===== config.mk =====
export PLATFORM = sky130hd
export DESIGN_NAME = cmp_wave_timer
export DESIGN_NICKNAME = d
export VERILOG_FILES = /design/src/rtl/cwt_pkg.sv /design/src/rtl/cwt_ctl.sv /design/src/rtl/cwt_outsel.sv /design/src/rtl/cwt_core.sv /design/src/rtl/cmp_wave_timer.sv
export SDC_FILE = /design/constraint.sdc
export NUM_CORES = 1
export LEC_CHECK = 0
export ABC_CLOCK_PERIOD_IN_PS = 1980
export BUFFER_PORTS_ARGS = -buffer_cell sky130_fd_sc_hd__buf_2
export CAP_MARGIN = 25
export CORE_MARGIN = 8
export CORE_UTILIZATION = 40
export DETAILED_ROUTE_END_ITERATION = 10
export SLEW_MARGIN = 20
export SYNTH_ARGS = -nofsm -noshare
export SYNTH_HDL_FRONTEND = slang
export SYNTH_SLANG_ARGS = --single-unit

===== constraint.sdc =====
create_clock -name clk -period 1.98 [get_ports clk]
set_input_delay 0.297 -clock clk [delete_from_list [all_inputs] [get_ports clk]]
set_output_delay 0.297 -clock clk [all_outputs]
set_load 0.005 [all_outputs]

===== src/rtl/cwt_pkg.sv =====
package cwt_pkg;
  localparam int FN_W  = 3;
  localparam int SEL_W = 2;

  typedef enum logic [FN_W-1:0] {
    FN_ONCE       = 3'd0,
    FN_REPEAT     = 3'd1,
    FN_PULSE_ONCE = 3'd2,
    FN_PULSE_REP  = 3'd3,
    FN_PAT_ONCE   = 3'd4,
    FN_PAT_REP    = 3'd5,
    FN_FREE       = 3'd6,
    FN_ALT        = 3'd7
  } fn_e;

  typedef enum logic [SEL_W-1:0] {
    SEL_OWN   = 2'd0,
    SEL_OTHER = 2'd1,
    SEL_LOW   = 2'd2,
    SEL_HIGH  = 2'd3
  } osel_e;
endpackage


===== src/rtl/cwt_ctl.sv =====
module cwt_ctl
  import cwt_pkg::*;
(
  input  logic            clk,
  input  logic            rst_n,
  input  logic [FN_W-1:0] cfg_mode,
  input  logic            cfg_clr,
  input  logic            cfg_en,
  input  logic            glb_en,
  input  logic            tick,
  output logic            rst_sn,
  output logic            restart,
  output logic            step
);
  logic [1:0]      sync_q;
  logic [FN_W-1:0] mode_q;

  // reset released synchronously
  always_ff @(posedge clk or negedge rst_n) begin
    if (!rst_n) sync_q <= 2'b00;
    else        sync_q <= {sync_q[0], 1'b1};
  end
  assign rst_sn = sync_q[1];

  always_ff @(posedge clk or negedge rst_sn) begin
    if (!rst_sn) mode_q <= FN_ONCE;
    else         mode_q <= cfg_mode;
  end

  assign restart = cfg_clr | (cfg_mode != mode_q);
  assign step    = tick & cfg_en & glb_en;
endmodule


===== src/rtl/cwt_outsel.sv =====
module cwt_outsel
  import cwt_pkg::*;
(
  input  logic             own_sig,
  input  logic             other_sig,
  input  logic [SEL_W-1:0] sel,
  output logic             pin
);
  always_comb begin
    unique case (osel_e'(sel))
      SEL_OWN:   pin = own_sig;
      SEL_OTHER: pin = other_sig;
      SEL_LOW:   pin = 1'b0;
      default:   pin = 1'b1;
    endcase
  end
endmodule


===== src/rtl/cwt_core.sv =====
module cwt_core
  import cwt_pkg::*;
#(
  parameter int CNT_W = 16,
  parameter int NCMP  = 4,
  parameter int LEN_W = 6
) (
  input  logic                       clk,
  input  logic                       rst_sn,
  input  logic [FN_W-1:0]            cfg_mode,
  input  logic [NCMP-1:0][CNT_W-1:0] cfg_cmp,
  input  logic [LEN_W-1:0]           cfg_len,
  input  logic                       cfg_ie,
  input  logic                       restart,
  input  logic                       step,
  input  logic                       trig,
  output logic [CNT_W-1:0]           cnt_o,
  output logic                       lvl_o,
  output logic                       irq_o
);
  localparam int PAT_W = NCMP * CNT_W;
  localparam logic [CNT_W-1:0] ONE = {{(CNT_W-1){1'b0}}, 1'b1};

  typedef struct packed {
    logic [CNT_W-1:0] cnt;
    logic             lvl;
    logic             act;
    logic             ph;
    logic             fired;
  } st_t;

  st_t            st_q, st_d;
  logic           irq_q, ev;
  fn_e            mode;
  logic [CNT_W:0] nxt;
  logic [CNT_W-1:0] a_sel, t_sel, a_eff, t_eff, len_ext;
  logic [PAT_W-1:0] pat_vec;
  logic           pat_bit;

  assign mode    = fn_e'(cfg_mode);
  assign nxt     = {1'b0, st_q.cnt} + {{CNT_W{1'b0}}, 1'b1};
  assign a_sel   = st_q.ph ? cfg_cmp[2] : cfg_cmp[0];
  assign t_sel   = st_q.ph ? cfg_cmp[3] : cfg_cmp[1];
  assign a_eff   = (a_sel == '0) ? ONE : a_sel;
  assign t_eff   = (t_sel == '0) ? ONE : t_sel;
  assign len_ext = {{(CNT_W-LEN_W){1'b0}}, cfg_len};
  assign pat_vec = cfg_cmp;
  assign pat_bit = pat_vec[st_q.cnt[LEN_W-1:0]];

  always_comb begin
    st_d = st_q;
    ev   = 1'b0;
    if (restart) begin
      st_d.cnt   = '0;
      st_d.lvl   = 1'b0;
      st_d.act   = (mode != FN_PAT_ONCE);
      st_d.ph    = 1'b0;
      st_d.fired = 1'b0;
    end else begin
      unique case (mode)
        FN_ONCE: begin
          if (step && st_q.act) begin
            st_d.cnt = nxt[CNT_W-1:0];
            if (nxt >= {1'b0, a_eff}) begin
              st_d.lvl = 1'b1;
              st_d.act = 1'b0;
              ev       = 1'b1;
            end
          end
        end
        FN_REPEAT: begin
          if (step) begin
            if (nxt >= {1'b0, a_eff}) begin
              st_d.cnt = '0;
              st_d.lvl = 1'b1;
              ev       = 1'b1;
            end else begin
              st_d.cnt = nxt[CNT_W-1:0];
              st_d.lvl = 1'b0;
            end
          end
        end
        FN_PULSE_ONCE: begin
          if (step && st_q.act) begin
            if (nxt >= {1'b0, t_eff}) begin
              st_d.cnt = '0;
              st_d.lvl = 1'b0;
              st_d.act = 1'b0;
              ev       = 1'b1;
            end else begin
              st_d.cnt = nxt[CNT_W-1:0];
              if (nxt >= {1'b0, a_eff}) st_d.lvl = 1'b1;
            end
          end
        end
        FN_PULSE_REP, FN_ALT: begin
          if (step) begin
            if (nxt >= {1'b0, t_eff}) begin
              st_d.cnt = '0;
              st_d.lvl = 1'b0;
              st_d.ph  = (mode == FN_ALT) ? ~st_q.ph : st_q.ph;
              ev       = 1'b1;
            end else begin
              st_d.cnt = nxt[CNT_W-1:0];
              if (nxt >= {1'b0, a_eff}) st_d.lvl = 1'b1;
            end
          end
        end
        FN_PAT_ONCE: begin
          if (trig && !st_q.act) begin
            st_d.act = 1'b1;
            st_d.cnt = '0;
          end else if (step && st_q.act) begin
            if (st_q.cnt > len_ext) begin
              st_d.lvl = 1'b0;
              st_d.act = 1'b0;
              st_d.cnt = '0;
              ev       = 1'b1;
            end else begin
              st_d.lvl = pat_bit;
              st_d.cnt = nxt[CNT_W-1:0];
            end
          end
        end
        FN_PAT_REP: begin
          if (trig) begin
            st_d.act = 1'b0;
            st_d.lvl = 1'b0;
          end else if (step && st_q.act) begin
            st_d.lvl = pat_bit;
            if (st_q.cnt >= len_ext) begin
              st_d.cnt = '0;
              ev       = 1'b1;
            end else begin
              st_d.cnt = nxt[CNT_W-1:0];
            end
          end
        end
        default: begin // FN_FREE
          if (step) begin
            st_d.cnt = nxt[CNT_W-1:0];
            if (!st_q.fired && (nxt >= {1'b0, a_eff})) begin
              st_d.fired = 1'b1;
              st_d.lvl   = 1'b1;
              ev         = 1'b1;
            end
          end
        end
      endcase
    end
  end

  always_ff @(posedge clk or negedge rst_sn) begin
    if (!rst_sn) begin
      st_q.cnt   <= '0;
      st_q.lvl   <= 1'b0;
      st_q.act   <= 1'b1;
      st_q.ph    <= 1'b0;
      st_q.fired <= 1'b0;
      irq_q      <= 1'b0;
    end else begin
      st_q  <= st_d;
      irq_q <= ev & cfg_ie;
    end
  end

  assign cnt_o = st_q.cnt;
  assign lvl_o = st_q.lvl;
  assign irq_o = irq_q;
endmodule


===== src/rtl/cmp_wave_timer.sv =====
module cmp_wave_timer
  import cwt_pkg::*;
#(
  parameter  int CNT_W = 16,
  parameter  int NCMP  = 4,
  localparam int LEN_W = $clog2(NCMP * CNT_W)
) (
  input  logic                       clk,
  input  logic                       rst_n,
  input  logic [FN_W-1:0]            cfg_mode,
  input  logic [NCMP-1:0][CNT_W-1:0] cfg_cmp,
  input  logic [LEN_W-1:0]           cfg_len,
  input  logic                       cfg_pol,
  input  logic                       cfg_en,
  input  logic                       cfg_clr,
  input  logic                       cfg_ie,
  input  logic [SEL_W-1:0]           cfg_osel,
  input  logic [SEL_W-1:0]           cfg_osel2,
  input  logic                       glb_en,
  input  logic                       tick,
  input  logic                       trig,
  output logic                       out_pri,
  output logic                       out_sec,
  output logic                       irq
);
  localparam int NPIN = 2;

  logic             rst_sn, restart, step;
  logic [CNT_W-1:0] cnt_q;
  logic             lvl_q, prim_sig;
  logic [NPIN-1:0]  own_v, other_v, pin_v;
  logic [NPIN-1:0][SEL_W-1:0] sel_v;

  cwt_ctl u_ctl (
    .clk     (clk),
    .rst_n   (rst_n),
    .cfg_mode(cfg_mode),
    .cfg_clr (cfg_clr),
    .cfg_en  (cfg_en),
    .glb_en  (glb_en),
    .tick    (tick),
    .rst_sn  (rst_sn),
    .restart (restart),
    .step    (step)
  );

  cwt_core #(.CNT_W(CNT_W), .NCMP(NCMP), .LEN_W(LEN_W)) u_core (
    .clk     (clk),
    .rst_sn  (rst_sn),
    .cfg_mode(cfg_mode),
    .cfg_cmp (cfg_cmp),
    .cfg_len (cfg_len),
    .cfg_ie  (cfg_ie),
    .restart (restart),
    .step    (step),
    .trig    (trig),
    .cnt_o   (cnt_q),
    .lvl_o   (lvl_q),
    .irq_o   (irq)
  );

  assign prim_sig   = lvl_q ^ cfg_pol;
  assign own_v[0]   = prim_sig;
  assign own_v[1]   = ~prim_sig;
  assign other_v[0] = ~prim_sig;
  assign other_v[1] = prim_sig;
  assign sel_v[0]   = cfg_osel;
  assign sel_v[1]   = cfg_osel2;

  for (genvar g = 0; g < NPIN; g++) begin : g_pin
    cwt_outsel u_sel (
      .own_sig  (own_v[g]),
      .other_sig(other_v[g]),
      .sel      (sel_v[g]),
      .pin      (pin_v[g])
    );
  end

  assign out_pri = pin_v[0];
  assign out_sec = pin_v[1];
endmodule


==> results.toml <==
[power_and_ir_drop]
cellPowerDensity_nw_per_um2 = 265
power.total_uw = 1620
ir_worst_vdd_mv = 0.401
power.internal_uw = 1120
switching_power_uw = 498
leakagePower_uw = 0.00282
p_seq_share_pct = 33.8
pwr-share-comb_pct = 37.9
p_sw_share_pct = 30.8
clockPowerShare_pct = 28.3

[clock_tree]
cts_made_buffers = 3
clockBufferDepth = 2
htree_levels = 1
clock_latency_ns = 0.28
cts_sinks = 26
clk_pin_slew_ns = 0.10
cts-root-buf = "clkbuf_8"
cts_tree = "yes"

[worst_setup_path]
path_cells = "nand2_1 > or4_4 > or2_4 > xnor2_4 > ha_4 > nand4_1 > nor4_1 > o31ai_1 > and4_4 > a2111oi_4 > buf_6 > buf_6 > nor2_4 > a221o_1"
worst-path-max-fanout = 5
r2r-start = "u_core.cnt_o[8]"
cpMostUsedCell = "buf_6"
critPathTopFamily = "simple AND/OR/NAND/NOR gates"
worstPathArrival_ns = 3.82
cp_num_buf_inv = 2
crit_type = "flip-flop to flip-flop"
critPathLaunchType = "flip-flop"
slowest_delay_ns = 0.57
end_kind = "flip-flop"
crit_slowest_cell = "or4_4"
critPathRequiredTime_ns = 2.15
regToRegSetupSlack_ns = -1.66
critPathLaunch = "u_core.cnt_o[8]"

[timing]
setup_viol = 21
fin_crit_sh_pct = 184
fin_crit_ns = 3.64
skew_ns = 0.00921
rsz0062_at_grt = "yes"
hold_viol_final = 0
slew_viol_final = 0
fin_ws_ns = -1.66
worstMarginPinSlew_ns = 0.929
slew-limit-headroom_pct = 37.5
fmax_mhz = 275

[layout]
stdcell_area_um2 = 6090
area_growth_pct = 61.1
nets = 794
final_layout_size_suffix_gt1_share_pct = 49.4
diodes = 0
final_util_pct = 66.3

[detailed_routing]
wl_per_cell_um = 19.9
drt_pass1_iterations = 5
num_vias = 4688
drt_wl_total_um = 15500
first_iter_violations = 446
routed_via_density = 6.02
antenna_left = 0
drcViolationCount = 0

[flow_run]
max_cap_violations = 0

[floorplanning]
die_area_um2 = 12800
die_width_um = 113
start_util_pct = 41.1
fp.coreArea_um2 = 9200
std_cell_rows = 35
die_h_um = 113
ioPinCount = 89

[grt]
grt.total_usage_pct = 22.6
grt-ovfl-total = 0
grt_pass1_vias = 4560
antenna_found_initial = 0
grt_pass1_wl_um = 23600
grt_max_degree = 29

[synthesis]
syn_area_um2 = 3780
synth_cell_type_count = 63
yosysTopAreaCell = "dfrtp_1"
yosys-top-cells-area = "dfrtp_1, ha_1, mux2i_1, mux4_2, a21oi_1"
yosys_warnings = 0
ys_seq_elements = 26
seq_area_frac_synth_pct = 17.2
synth_edf_count = 0
synth_most_common_cell = "mux2i_1"
synthesis.nets = 570
synth_top_area_share_pct = 16.5
syn_avg_cell_area_um2 = 8.50
synth_top_flop_cell = "dfrtp_1"
synthTopCellsByCount = "mux2i_1, ha_1, nand2_1, dfrtp_1, a21oi_1"
synthArstFlopShare_pct = 100
postSynthCellCount = 445

[place]
gp_congestion = 0.950
io_buffer_count = 88
hpwl_um = 11700
placed_area_um2 = 5270

[run_status]
outcome = "complete, but fails checks"
violations = "negative setup slack"

[hold_path]
hp-class = "flip-flop to asynchronous set/reset pin"
worst paths after layout:
check                                   end  depth (start not counted)
max                        u_core.cnt_o[15]                         14
min                        u_core.cnt_o[13]                          0
max reg2reg                u_core.cnt_o[15]                         14
min reg2reg                u_core.cnt_o[13]                          0
max in group asynchronous    u_core.st_q[2]                          1
min in group clk            u_ctl.mode_q[0]                          1
logic make-up (layout without fill, tap and decap cells):
kind of cell	count (synthesis)	count (layout)	synth area share, %
and+or+nand+nor	153	154	22.5
AOI/OAI and AO/OA	101	101	18.9
muxes	55	55	17.9
buffers and inverters	48	270	5.39
adders and majority gates	39	39	12.9
DFF	26	26	17.2
xor gates and xnor gates	22	22	5.09
other	1	1	0.0991
per-layer routing:
| layer | up-vias | global-route usage (%) | routed length (um) |
|---|---|---|---|
| met3 | 35 | 5.06 | 1310 |
| met5 | - | 0 | 0 |
| met4 | 0 | 4.71 | 392 |
| met1 | 2267 | 28.9 | 6210 |
| met2 | 222 | 37.9 | 7580 |
| li1 | 2164 | - | - |
registers in the layout, summed over array words and instances (netlist names):
name          count
u_core.st_q       3
u_core.lvl_o      1
u_core.irq_o      1
u_ctl.mode_q      3
u_core.cnt_o     16
u_ctl.sync_q      2
stage by stage:
step	setup slack, ns	setup TNS (ns)	hold WS [ns]	std cells
global route	-1.78	-34.60	0.118	779
global placement	-1.75	-33.10	0.0819	744
floorplan	-1.51	-27.58	0.00141	445
detailed placement	-1.78	-34.19	0.0823	744
finish	-1.66	-32.16	0.0907	779
CTS	-1.55	-30.00	0.0969	769
final cells by class:
| cell class | count | area [um2] |
|---|---|---|
| repair buffers | 250 | 1810 |
| flip-flops and latches | 26 | 654 |
| clock inverters | 1 | 30.0 |
| clock buffers | 3 | 41.3 |
| well taps | 111 | 139 |
| inverters | 16 | 60.1 |
| multi-input cells | 372 | 3360 |
| fillers | 742 | 3100 |
cell usage in the layout, fill, tap and decap left out, types with 4 or more instances in the layout:
cell / n
a211oi_1: 4
and2_1: 4
ha_1: 35
xnor2_1: 9
buf_6: 6
a21oi_1: 23
buf_12: 5
o211ai_1: 5
a21o_1: 5
xor2_1: 9
nor2b_1: 8
nand3_1: 12
nand4_1: 18
a221o_1: 8
buf_4: 146
mux4_2: 10
mux2i_4: 11
mux2i_1: 22
nand2_1: 28
and3_1: 4
buf_2: 88
o21ai_0: 15
a31oi_1: 9
nor3_1: 12
mux2i_2: 11
nor2_1: 21
nor4_1: 8
dfrtp_1: 23
inv_1: 16
timing repair:
item | CTS | global route
pin swaps | 11 | 22
gates resized for setup | 47 | 30
hold buffers | 1 | 0
cloned | 3 | 1
setup buffers | 17 | 9
setup endpoints to repair | 21 | 21
hold endpoints to repair | 2 | 0
power by group through the flow:
stage | sequential (uW) | clock [uW] | combinational (uW)
floorplan | 561 | 0 | 216
detailed placement | 557 | 0 | 514
global placement | 556 | 0 | 503
CTS | 546 | 456 | 568
finish | 546 | 457 | 613
global route | 548 | 479 | 651
(Power assumes the default switching activity.)
